### src/rtl/lc_pkg.sv
package lc_pkg;
  typedef enum logic [1:0] {
    M_IDLE   = 2'd0,
    M_FILL   = 2'd1,
    M_REPLAY = 2'd2,
    M_EXIT   = 2'd3
  } lc_mode_e;
endpackage

### src/rtl/lc_store.sv
module lc_store #(
  parameter int unsigned DEPTH  = 31,
  parameter int unsigned WORD_W = 32,
  parameter int unsigned PTR_W  = 5
) (
  input  logic              clk_i,
  input  logic              rst_ni,
  input  logic              fill_we_i,
  input  logic [PTR_W-1:0]  fill_idx_i,
  input  logic [WORD_W-1:0] fill_word_i,
  input  logic              fill_wide_i,
  input  logic              port_we_i,
  input  logic [PTR_W-1:0]  port_idx_i,
  input  logic [WORD_W-1:0] port_word_i,
  input  logic              mask_we_i,
  input  logic [DEPTH-1:0]  mask_i,
  input  logic [PTR_W-1:0]  rd_idx_i,
  output logic [WORD_W-1:0] rd_word_o,
  output logic              rd_wide_o,
  output logic [WORD_W-1:0] port_word_o,
  output logic [DEPTH-1:0]  mask_o
);
  localparam logic [PTR_W-1:0] LAST = PTR_W'(DEPTH - 1);

  logic [WORD_W-1:0] words [DEPTH];
  logic [DEPTH-1:0]  wide_vec;

  for (genvar i = 0; i < DEPTH; i++) begin : g_ent
    logic [WORD_W-1:0] w_q;
    logic              t_q;
    logic              fill_hit, port_hit;
    assign fill_hit = fill_we_i && (fill_idx_i == PTR_W'(i));
    assign port_hit = port_we_i && (port_idx_i == PTR_W'(i));
    always_ff @(posedge clk_i or negedge rst_ni) begin
      if (!rst_ni) begin
        w_q <= '0;
        t_q <= 1'b0;
      end else begin
        // port access wins over fill on a collision
        if (port_hit)      w_q <= port_word_i;
        else if (fill_hit) w_q <= fill_word_i;
        if (mask_we_i)     t_q <= mask_i[i];
        else if (fill_hit) t_q <= fill_wide_i;
      end
    end
    assign words[i]    = w_q;
    assign wide_vec[i] = t_q;
  end

  assign rd_word_o   = (rd_idx_i <= LAST) ? words[rd_idx_i] : '0;
  assign rd_wide_o   = (rd_idx_i <= LAST) ? wide_vec[rd_idx_i] : 1'b0;
  assign port_word_o = (port_idx_i <= LAST) ? words[port_idx_i] : '0;
  assign mask_o      = wide_vec;
endmodule

### src/rtl/lc_seq.sv
module lc_seq
  import lc_pkg::*;
#(
  parameter int unsigned DEPTH  = 31,
  parameter int unsigned WORD_W = 32,
  parameter int unsigned CNT_W  = 16,
  parameter int unsigned PTR_W  = 5,
  parameter int unsigned LEN_W  = 6
) (
  input  logic              clk_i,
  input  logic              rst_ni,
  input  logic              suspend_i,
  input  logic              loop_start_i,
  input  logic [CNT_W-1:0]  loop_cnt_i,
  input  logic [LEN_W-1:0]  loop_len_i,
  input  logic              fetch_valid_i,
  input  logic [WORD_W-1:0] fetch_word_i,
  input  logic              fetch_wide_i,
  input  logic [WORD_W-1:0] buf_word_i,
  input  logic              buf_wide_i,
  output logic [PTR_W-1:0]  buf_idx_o,
  output logic              fill_we_o,
  output logic [PTR_W-1:0]  fill_idx_o,
  input  logic              cnt_we_i,
  input  logic [CNT_W-1:0]  cnt_wdata_i,
  input  logic              state_we_i,
  input  logic [1:0]        st_mode_i,
  input  logic [PTR_W-1:0]  st_ptr_i,
  input  logic [PTR_W-1:0]  st_len_i,
  input  logic              save_we_i,
  input  logic [WORD_W-1:0] save_wdata_i,
  input  logic              save_wide_we_i,
  input  logic              save_wide_wdata_i,
  output logic              issue_valid_o,
  output logic [WORD_W-1:0] issue_word_o,
  output logic              issue_wide_o,
  output logic              fetch_free_o,
  output lc_mode_e          mode_o,
  output logic [PTR_W-1:0]  ptr_o,
  output logic [PTR_W-1:0]  len_o,
  output logic [CNT_W-1:0]  cnt_o,
  output logic [WORD_W-1:0] save_o,
  output logic              save_wide_o
);
  lc_mode_e          mode_q, mode_d, adv_mode;
  logic [PTR_W-1:0]  ptr_q, ptr_d, len_q, len_d, adv_idx, adv_ptr;
  logic [CNT_W-1:0]  cnt_q, cnt_d, adv_cnt;
  logic [WORD_W-1:0] save_q, save_d;
  logic              save_wide_q, save_wide_d;
  logic              start_ok, adv_last;

  assign start_ok = loop_start_i && (loop_cnt_i != '0) && (loop_len_i != '0)
                    && (loop_len_i <= LEN_W'(DEPTH));

  // the capture cycle replays entry 0
  assign adv_idx  = (mode_q == M_FILL) ? '0 : ptr_q;
  assign adv_last = (adv_idx == len_q - 1'b1);

  always_comb begin
    if (adv_last) begin
      adv_ptr  = '0;
      adv_cnt  = cnt_q - 1'b1;
      adv_mode = (cnt_q == CNT_W'(1)) ? M_EXIT : M_REPLAY;
    end else begin
      adv_ptr  = adv_idx + 1'b1;
      adv_cnt  = cnt_q;
      adv_mode = M_REPLAY;
    end
  end

  always_comb begin
    mode_d        = mode_q;
    ptr_d         = ptr_q;
    len_d         = len_q;
    cnt_d         = cnt_q;
    save_d        = save_q;
    save_wide_d   = save_wide_q;
    issue_valid_o = 1'b0;
    issue_word_o  = fetch_word_i;
    issue_wide_o  = fetch_wide_i;
    fill_we_o     = 1'b0;
    if (!suspend_i) begin
      unique case (mode_q)
        M_IDLE: begin
          issue_valid_o = fetch_valid_i;
          if (start_ok) begin
            mode_d = M_FILL;
            ptr_d  = '0;
            len_d  = loop_len_i[PTR_W-1:0];
            cnt_d  = loop_cnt_i - 1'b1;
          end
        end
        M_FILL: begin
          if (fetch_valid_i) begin
            issue_valid_o = 1'b1;
            if (ptr_q != len_q) begin
              fill_we_o = 1'b1;
              ptr_d     = ptr_q + 1'b1;
            end else begin
              save_d      = fetch_word_i;
              save_wide_d = fetch_wide_i;
              if (cnt_q == '0) begin
                mode_d = M_IDLE;
              end else begin
                issue_word_o = buf_word_i;
                issue_wide_o = buf_wide_i;
                mode_d       = adv_mode;
                ptr_d        = adv_ptr;
                cnt_d        = adv_cnt;
              end
            end
          end
        end
        M_REPLAY: begin
          issue_valid_o = 1'b1;
          issue_word_o  = buf_word_i;
          issue_wide_o  = buf_wide_i;
          mode_d        = adv_mode;
          ptr_d         = adv_ptr;
          cnt_d         = adv_cnt;
        end
        M_EXIT: begin
          issue_valid_o = 1'b1;
          issue_word_o  = save_q;
          issue_wide_o  = save_wide_q;
          mode_d        = M_IDLE;
        end
        default: mode_d = M_IDLE;
      endcase
    end
    if (cnt_we_i) cnt_d = cnt_wdata_i;
    if (state_we_i) begin
      mode_d = lc_mode_e'(st_mode_i);
      ptr_d  = st_ptr_i;
      len_d  = st_len_i;
    end
    if (save_we_i)      save_d      = save_wdata_i;
    if (save_wide_we_i) save_wide_d = save_wide_wdata_i;
  end

  always_ff @(posedge clk_i or negedge rst_ni) begin
    if (!rst_ni) begin
      mode_q      <= M_IDLE;
      ptr_q       <= '0;
      len_q       <= '0;
      cnt_q       <= '0;
      save_q      <= '0;
      save_wide_q <= 1'b0;
    end else begin
      mode_q      <= mode_d;
      ptr_q       <= ptr_d;
      len_q       <= len_d;
      cnt_q       <= cnt_d;
      save_q      <= save_d;
      save_wide_q <= save_wide_d;
    end
  end

  assign buf_idx_o    = adv_idx;
  assign fill_idx_o   = ptr_q;
  assign fetch_free_o = !suspend_i && ((mode_q == M_REPLAY) || (mode_q == M_EXIT));
  assign mode_o       = mode_q;
  assign ptr_o        = ptr_q;
  assign len_o        = len_q;
  assign cnt_o        = cnt_q;
  assign save_o       = save_q;
  assign save_wide_o  = save_wide_q;
endmodule

### src/rtl/loop_cache.sv
module loop_cache
  import lc_pkg::*;
#(
  parameter int unsigned DEPTH  = 31,
  parameter int unsigned WORD_W = 32,
  parameter int unsigned CNT_W  = 16,
  localparam int unsigned PTR_W  = $clog2(DEPTH + 1),
  localparam int unsigned LEN_W  = PTR_W + 1,
  localparam int unsigned ADDR_W = PTR_W + 1
) (
  input  logic              clk_i,
  input  logic              rst_ni,
  input  logic              fetch_valid_i,
  input  logic [WORD_W-1:0] fetch_word_i,
  input  logic              fetch_wide_i,
  input  logic              loop_start_i,
  input  logic [CNT_W-1:0]  loop_cnt_i,
  input  logic [LEN_W-1:0]  loop_len_i,
  input  logic              suspend_i,
  input  logic              reg_we_i,
  input  logic [ADDR_W-1:0] reg_addr_i,
  input  logic [WORD_W-1:0] reg_wdata_i,
  output logic [WORD_W-1:0] reg_rdata_o,
  output logic              issue_valid_o,
  output logic [WORD_W-1:0] issue_word_o,
  output logic              issue_wide_o,
  output logic              fetch_free_o,
  output logic              loop_active_o
);
  localparam logic [ADDR_W-1:0] A_CNT   = ADDR_W'(2 ** PTR_W);
  localparam logic [ADDR_W-1:0] A_STATE = A_CNT + 1'b1;
  localparam logic [ADDR_W-1:0] A_SAVE  = A_CNT + 2'd2;
  localparam logic [ADDR_W-1:0] A_MASK  = A_CNT + 2'd3;

  lc_mode_e          mode_w;
  logic [PTR_W-1:0]  ptr_w, len_w, buf_idx_w, fill_idx_w;
  logic [CNT_W-1:0]  cnt_w;
  logic [WORD_W-1:0] save_w, buf_word_w, port_word_w;
  logic [DEPTH-1:0]  mask_w;
  logic              save_wide_w, buf_wide_w, fill_we_w, buf_sel;
  logic              port_we_w, mask_we_w, cnt_we_w, state_we_w, save_we_w;

  assign buf_sel    = reg_addr_i < ADDR_W'(DEPTH);
  assign port_we_w  = reg_we_i && buf_sel;
  assign cnt_we_w   = reg_we_i && (reg_addr_i == A_CNT);
  assign state_we_w = reg_we_i && (reg_addr_i == A_STATE);
  assign save_we_w  = reg_we_i && (reg_addr_i == A_SAVE);
  assign mask_we_w  = reg_we_i && (reg_addr_i == A_MASK);

  lc_store #(.DEPTH(DEPTH), .WORD_W(WORD_W), .PTR_W(PTR_W)) u_store (
    .clk_i       (clk_i),
    .rst_ni      (rst_ni),
    .fill_we_i   (fill_we_w),
    .fill_idx_i  (fill_idx_w),
    .fill_word_i (fetch_word_i),
    .fill_wide_i (fetch_wide_i),
    .port_we_i   (port_we_w),
    .port_idx_i  (reg_addr_i[PTR_W-1:0]),
    .port_word_i (reg_wdata_i),
    .mask_we_i   (mask_we_w),
    .mask_i      (reg_wdata_i[DEPTH-1:0]),
    .rd_idx_i    (buf_idx_w),
    .rd_word_o   (buf_word_w),
    .rd_wide_o   (buf_wide_w),
    .port_word_o (port_word_w),
    .mask_o      (mask_w)
  );

  lc_seq #(
    .DEPTH(DEPTH), .WORD_W(WORD_W), .CNT_W(CNT_W), .PTR_W(PTR_W), .LEN_W(LEN_W)
  ) u_seq (
    .clk_i             (clk_i),
    .rst_ni            (rst_ni),
    .suspend_i         (suspend_i),
    .loop_start_i      (loop_start_i),
    .loop_cnt_i        (loop_cnt_i),
    .loop_len_i        (loop_len_i),
    .fetch_valid_i     (fetch_valid_i),
    .fetch_word_i      (fetch_word_i),
    .fetch_wide_i      (fetch_wide_i),
    .buf_word_i        (buf_word_w),
    .buf_wide_i        (buf_wide_w),
    .buf_idx_o         (buf_idx_w),
    .fill_we_o         (fill_we_w),
    .fill_idx_o        (fill_idx_w),
    .cnt_we_i          (cnt_we_w),
    .cnt_wdata_i       (reg_wdata_i[CNT_W-1:0]),
    .state_we_i        (state_we_w),
    .st_mode_i         (reg_wdata_i[1:0]),
    .st_ptr_i          (reg_wdata_i[PTR_W+1:2]),
    .st_len_i          (reg_wdata_i[2*PTR_W+1:PTR_W+2]),
    .save_we_i         (save_we_w),
    .save_wdata_i      (reg_wdata_i),
    .save_wide_we_i    (mask_we_w),
    .save_wide_wdata_i (reg_wdata_i[WORD_W-1]),
    .issue_valid_o     (issue_valid_o),
    .issue_word_o      (issue_word_o),
    .issue_wide_o      (issue_wide_o),
    .fetch_free_o      (fetch_free_o),
    .mode_o            (mode_w),
    .ptr_o             (ptr_w),
    .len_o             (len_w),
    .cnt_o             (cnt_w),
    .save_o            (save_w),
    .save_wide_o       (save_wide_w)
  );

  always_comb begin
    reg_rdata_o = '0;
    if (buf_sel) begin
      reg_rdata_o = port_word_w;
    end else begin
      case (reg_addr_i)
        A_CNT:   reg_rdata_o = WORD_W'(cnt_w);
        A_STATE: reg_rdata_o = WORD_W'({len_w, ptr_w, mode_w});
        A_SAVE:  reg_rdata_o = save_w;
        A_MASK: begin
          reg_rdata_o             = WORD_W'(mask_w);
          reg_rdata_o[WORD_W-1]   = save_wide_w;
        end
        default: reg_rdata_o = '0;
      endcase
    end
  end

  assign loop_active_o = (mode_w != M_IDLE);
endmodule

### config.mk
export PLATFORM = sky130hd
export DESIGN_NAME = loop_cache
export DESIGN_NICKNAME = d
export VERILOG_FILES = /design/src/rtl/lc_pkg.sv /design/src/rtl/lc_store.sv /design/src/rtl/lc_seq.sv /design/src/rtl/loop_cache.sv
export SDC_FILE = /design/constraint.sdc
export NUM_CORES = 2
export LEC_CHECK = 0
export BUFFER_PORTS_ARGS = -buffer_cell sky130_fd_sc_hd__buf_2
export CAP_MARGIN = 20
export CORE_MARGIN = 2
export CORE_UTILIZATION = 30
export CTS_BUF_LIST = sky130_fd_sc_hd__clkbuf_4
export DETAILED_ROUTE_END_ITERATION = 16
export SYNTH_ARGS = -nofsm -noshare
export SYNTH_HDL_FRONTEND = slang
export SYNTH_SLANG_ARGS = --single-unit
export TNS_END_PERCENT = 1
### constraint.sdc
create_clock -name clk_i -period 10.6 [get_ports clk_i]
set_input_delay 2.65 -clock clk_i [delete_from_list [all_inputs] [get_ports clk_i]]
set_output_delay 2.65 -clock clk_i [all_outputs]
set_load 0.02 [all_outputs]
==> results.cfg <==
[critical_path]
critPathSlowestCell = sky130_fd_sc_hd__o21ai_0
timing.rr.start = u_seq.fill_idx_o[2]
timing.critical_path.cells = inv_1 -> ha_2 -> nand2b_2 -> inv_4 -> buf_4 -> mux4_2 -> mux4_2 -> o21ai_0 -> o21ai_0 -> buf_4 -> buf_2
worst_setup_path_class = flop to output pin
worst-endpoint-required_ns = 7.95
worstSetupEndpointType = output pin
slowest_delay_ns = 0.81
critical_path.startpoint_type = flop
cp_max_fo = 32
cp.arrival_ns = 6.89

[synthesis]
synth_top_cell_area_share_pct = 39.0
synth-adder-area-share_pct = 0.288
ys_warn_count = 0
synth.distinct_cells = 80
muxShareOfSynthArea_pct = 31.8
synth_compound_area_share_pct = 14.5
synth_top_family_by_area = multiplexers
synth_simple_gate_area_share_pct = 8.58
synth-edff-count = 0
syn_area_um2 = 69600
synthesis.nets = 7046
synth_cells = 6931
async_s_r_ff_share_synth_pct = 100
netlist_top_cells_area = sky130_fd_sc_hd__dfrtp_1 39%, sky130_fd_sc_hd__mux2i_1 18%, sky130_fd_sc_hd__mux4_2 14%, sky130_fd_sc_hd__o21ai_0 5.4%, sky130_fd_sc_hd__nand2_1 4.2%
synth-main-ff-cell = sky130_fd_sc_hd__dfrtp_1
synth.ff_latch_count = 1084
netlist.top_cell.by_area = sky130_fd_sc_hd__dfrtp_1
post_synth_xor_area_fraction_pct = 0.327
synth-seq-area-share_pct = 39.0
postSynthAreaPerCell_um2 = 10.0

[clock_tree]
worstSkewPairLatency_ns = 1.40
clock_tree.root_cell = sky130_fd_sc_hd__clkbuf_4
cts.htree.levels = 5
post_cts_hold_buffer_count = 0
cts_sinks = 1084
post_cts.repair.setup_buffers = 0
tritoncts_clock_tree = built
clkSlewWorstSetupHoldPaths_ns = 0.06
clock_path_buffers = 4
cts_inserted_buffers = 301
cts_resized = 0

[place]
pre_cts_slack_ns = 1.83
detailedPlacementHpwl_um = 183000
gp_congestion = 0.914
portBuffers = 166

[grt]
grt.total_usage_pct = 25.9
grt_antenna_before_repair = 42
grt_start_max_net_pins = 151
global_route.overflow_total = 0
grt_pass1_wl_um = 443000
grt_pass1_vias = 58300

[layout]
n_fill_cell = 23200
layout_common_cells = 1,239 x sky130_fd_sc_hd__mux2i_1, 1,080 x sky130_fd_sc_hd__dfrtp_1, 770 x sky130_fd_sc_hd__nand2_1
layout.cells.most_common = sky130_fd_sc_hd__mux2i_1
multi_input_area_um2 = 39200
post_route_cells_drive_above_1_share_pct = 18.8
fin_nets = 6834
area.sequential_um2 = 27100
area_growth_syn_to_layout_pct = 9.24

[power]
cellPowerDensity_nw_per_um2 = 212
peakVddDrop_mv = 0.151
p_leak_nw = 37.3

[timing]
final_max_slew_viol_count = 0
tightestPinTransition_ns = 1.29
finalHoldViolations = 0
final_cycle_share_pct = 90.0
skew_ns = 0.109
fin_setup_tns_ns = 0
fmaxAchievable_ghz = 0.105
period_needed_ns = 9.54
finalSetupViolCount = 0
slew_margin_rel_pct = 13.3
rsz0062_at_grt = no
finalWorstSetupSlack_ns = 1.06

[worst_hold_path]
holdCritStartpoint = u_store.g_ent[30].w_q[7]
hold_path.class = flop to flop

[floorplan]
floorplan.core_area_um2 = 230000
vertical_extent_of_the_die_um = 486
die_area_um2 = 236000
i_o_pin_count = 167
chipWidth_um = 486
placementRows = 176
start_util_pct = 30.2

[run]
timing.max_cap.violations = 0

[route]
met3_layer_wire_length_in_the_routed_design_um = 42700
routed_via_density = 6.22
postRouteAntennaNets = 0
met2WireLength_um = 135000
wirelength_um = 316000
met1Wirelength_um = 114000
detail_route.wl_per_cell_um = 31.8
route.top_layer_used = met5
num_vias = 61900
drt_pass1_iterations = 7
drt_drc_violations_left = 0
dr.first_iter.drc_count = 10100

[outcome]
status = finished, final reports clean
-- stage by stage --
stage	power [mW]	area, um2	utilization [%]	std cells	hold WS (ns)
finish	16.1	76000	33.0	9939	0.576
global route	16.7	76000	33.0	9932	0.613
CTS	15.8	75900	32.9	9907	0.577
detailed placement	12.1	72500	31.5	9438	0.563
global placement	11.9	72400	31.5	9434	0.554
floorplan	9.87	69600	-	6931	0.531
-- worst paths after layout --
path	to	slack (ns)	cells past startpoint
max in group asynchronous	u_store.g_ent[0].w_q[27]	7.23	3
min in group asynchronous	u_store.g_ent[0].w_q[14]	1.32	1
hold reg to reg	u_store.g_ent[30].w_q[7]	0.58	2
setup reg to reg	u_seq.cnt_o[15]	5.54	11
setup / recovery	issue_word_o[10]	1.06	11
hold / removal	u_store.g_ent[30].w_q[7]	0.58	2
-- critical path, delay by kind of cell, from the launching register on --
| kind | cells | cell delay (ns) |
|---|---|---|
| buffers and inverters | 5 | 1.91 |
| AOI/OAI and AO/OA | 2 | 1.00 |
| DFF | 1 | 0.53 |
| and+or+nand+nor | 1 | 0.54 |
| muxes | 2 | 1.06 |
| adders and majority gates | 1 | 0.39 |
-- sequential cells by signal (all words and copies together), names as in the netlist, named ones only --
name,count
u_seq.cnt_o,16
u_seq.save_wide_o,1
u_seq.len_o,5
u_seq.save_o,32
u_store.g_ent.t_q,31
u_seq.mode_o,1
u_store.g_ent.w_q,992
u_seq.fill_idx_o,5
-- cells in the mapped netlist, types with 20 or more instances --
library cell and number:
sky130_fd_sc_hd__mux2_2 30, sky130_fd_sc_hd__a22oi_1 69, sky130_fd_sc_hd__o22ai_1 56, sky130_fd_sc_hd__o21ai_0 756, sky130_fd_sc_hd__a31oi_1 50, sky130_fd_sc_hd__o221ai_1 69, sky130_fd_sc_hd__mux2i_1 1239, sky130_fd_sc_hd__dfrtp_1 1084
sky130_fd_sc_hd__clkbuf_1 608, sky130_fd_sc_hd__buf_6 28, sky130_fd_sc_hd__a211oi_1 37, sky130_fd_sc_hd__a21oi_1 476, sky130_fd_sc_hd__buf_2 86, sky130_fd_sc_hd__buf_4 49, sky130_fd_sc_hd__a221o_1 34, sky130_fd_sc_hd__o21ai_1 78
sky130_fd_sc_hd__nand2_2 20, sky130_fd_sc_hd__inv_1 41, sky130_fd_sc_hd__o21bai_1 23, sky130_fd_sc_hd__nand2_1 784, sky130_fd_sc_hd__nor3_1 37, sky130_fd_sc_hd__nor2_1 507, sky130_fd_sc_hd__mux4_2 418, sky130_fd_sc_hd__buf_1 67
sky130_fd_sc_hd__nand3_1 34
-- metal layers --
metal,vias to the layer above,global-route usage (%)
li1,25000,-
met5,-,0.347
met3,1218,9.11
met2,5109,37.2
met1,30500,32.0
met4,18,19.0
-- cell families after synthesis --
kind of cell | Yosys count
DFF | 1084
and+or+nand+nor | 1473
buffers and inverters | 884
AOI/OAI and AO/OA | 1761
adders and majority gates | 16
muxes | 1687
xor gates and xnor gates | 26
-- area by class of cell --
type	count	area share, %
clock buffer	409	4.04
sequential	1084	35.7
timing repair buffer	324	2.99
multi-input combinational	4963	51.6
clock inverter	60	0.403
tap	3026	4.98
inverter	45	0.225
antenna	28	0.0921
-- power by group --
group          total (mW)  internal (mW)  switching (mW)  leakage (nW)
Sequential           6.31           5.18            1.13          14.1
Combinational        6.03           2.54            3.49          21.2
Clock                3.76           1.83            1.92          2.03
(Power assumes the default switching activity.)
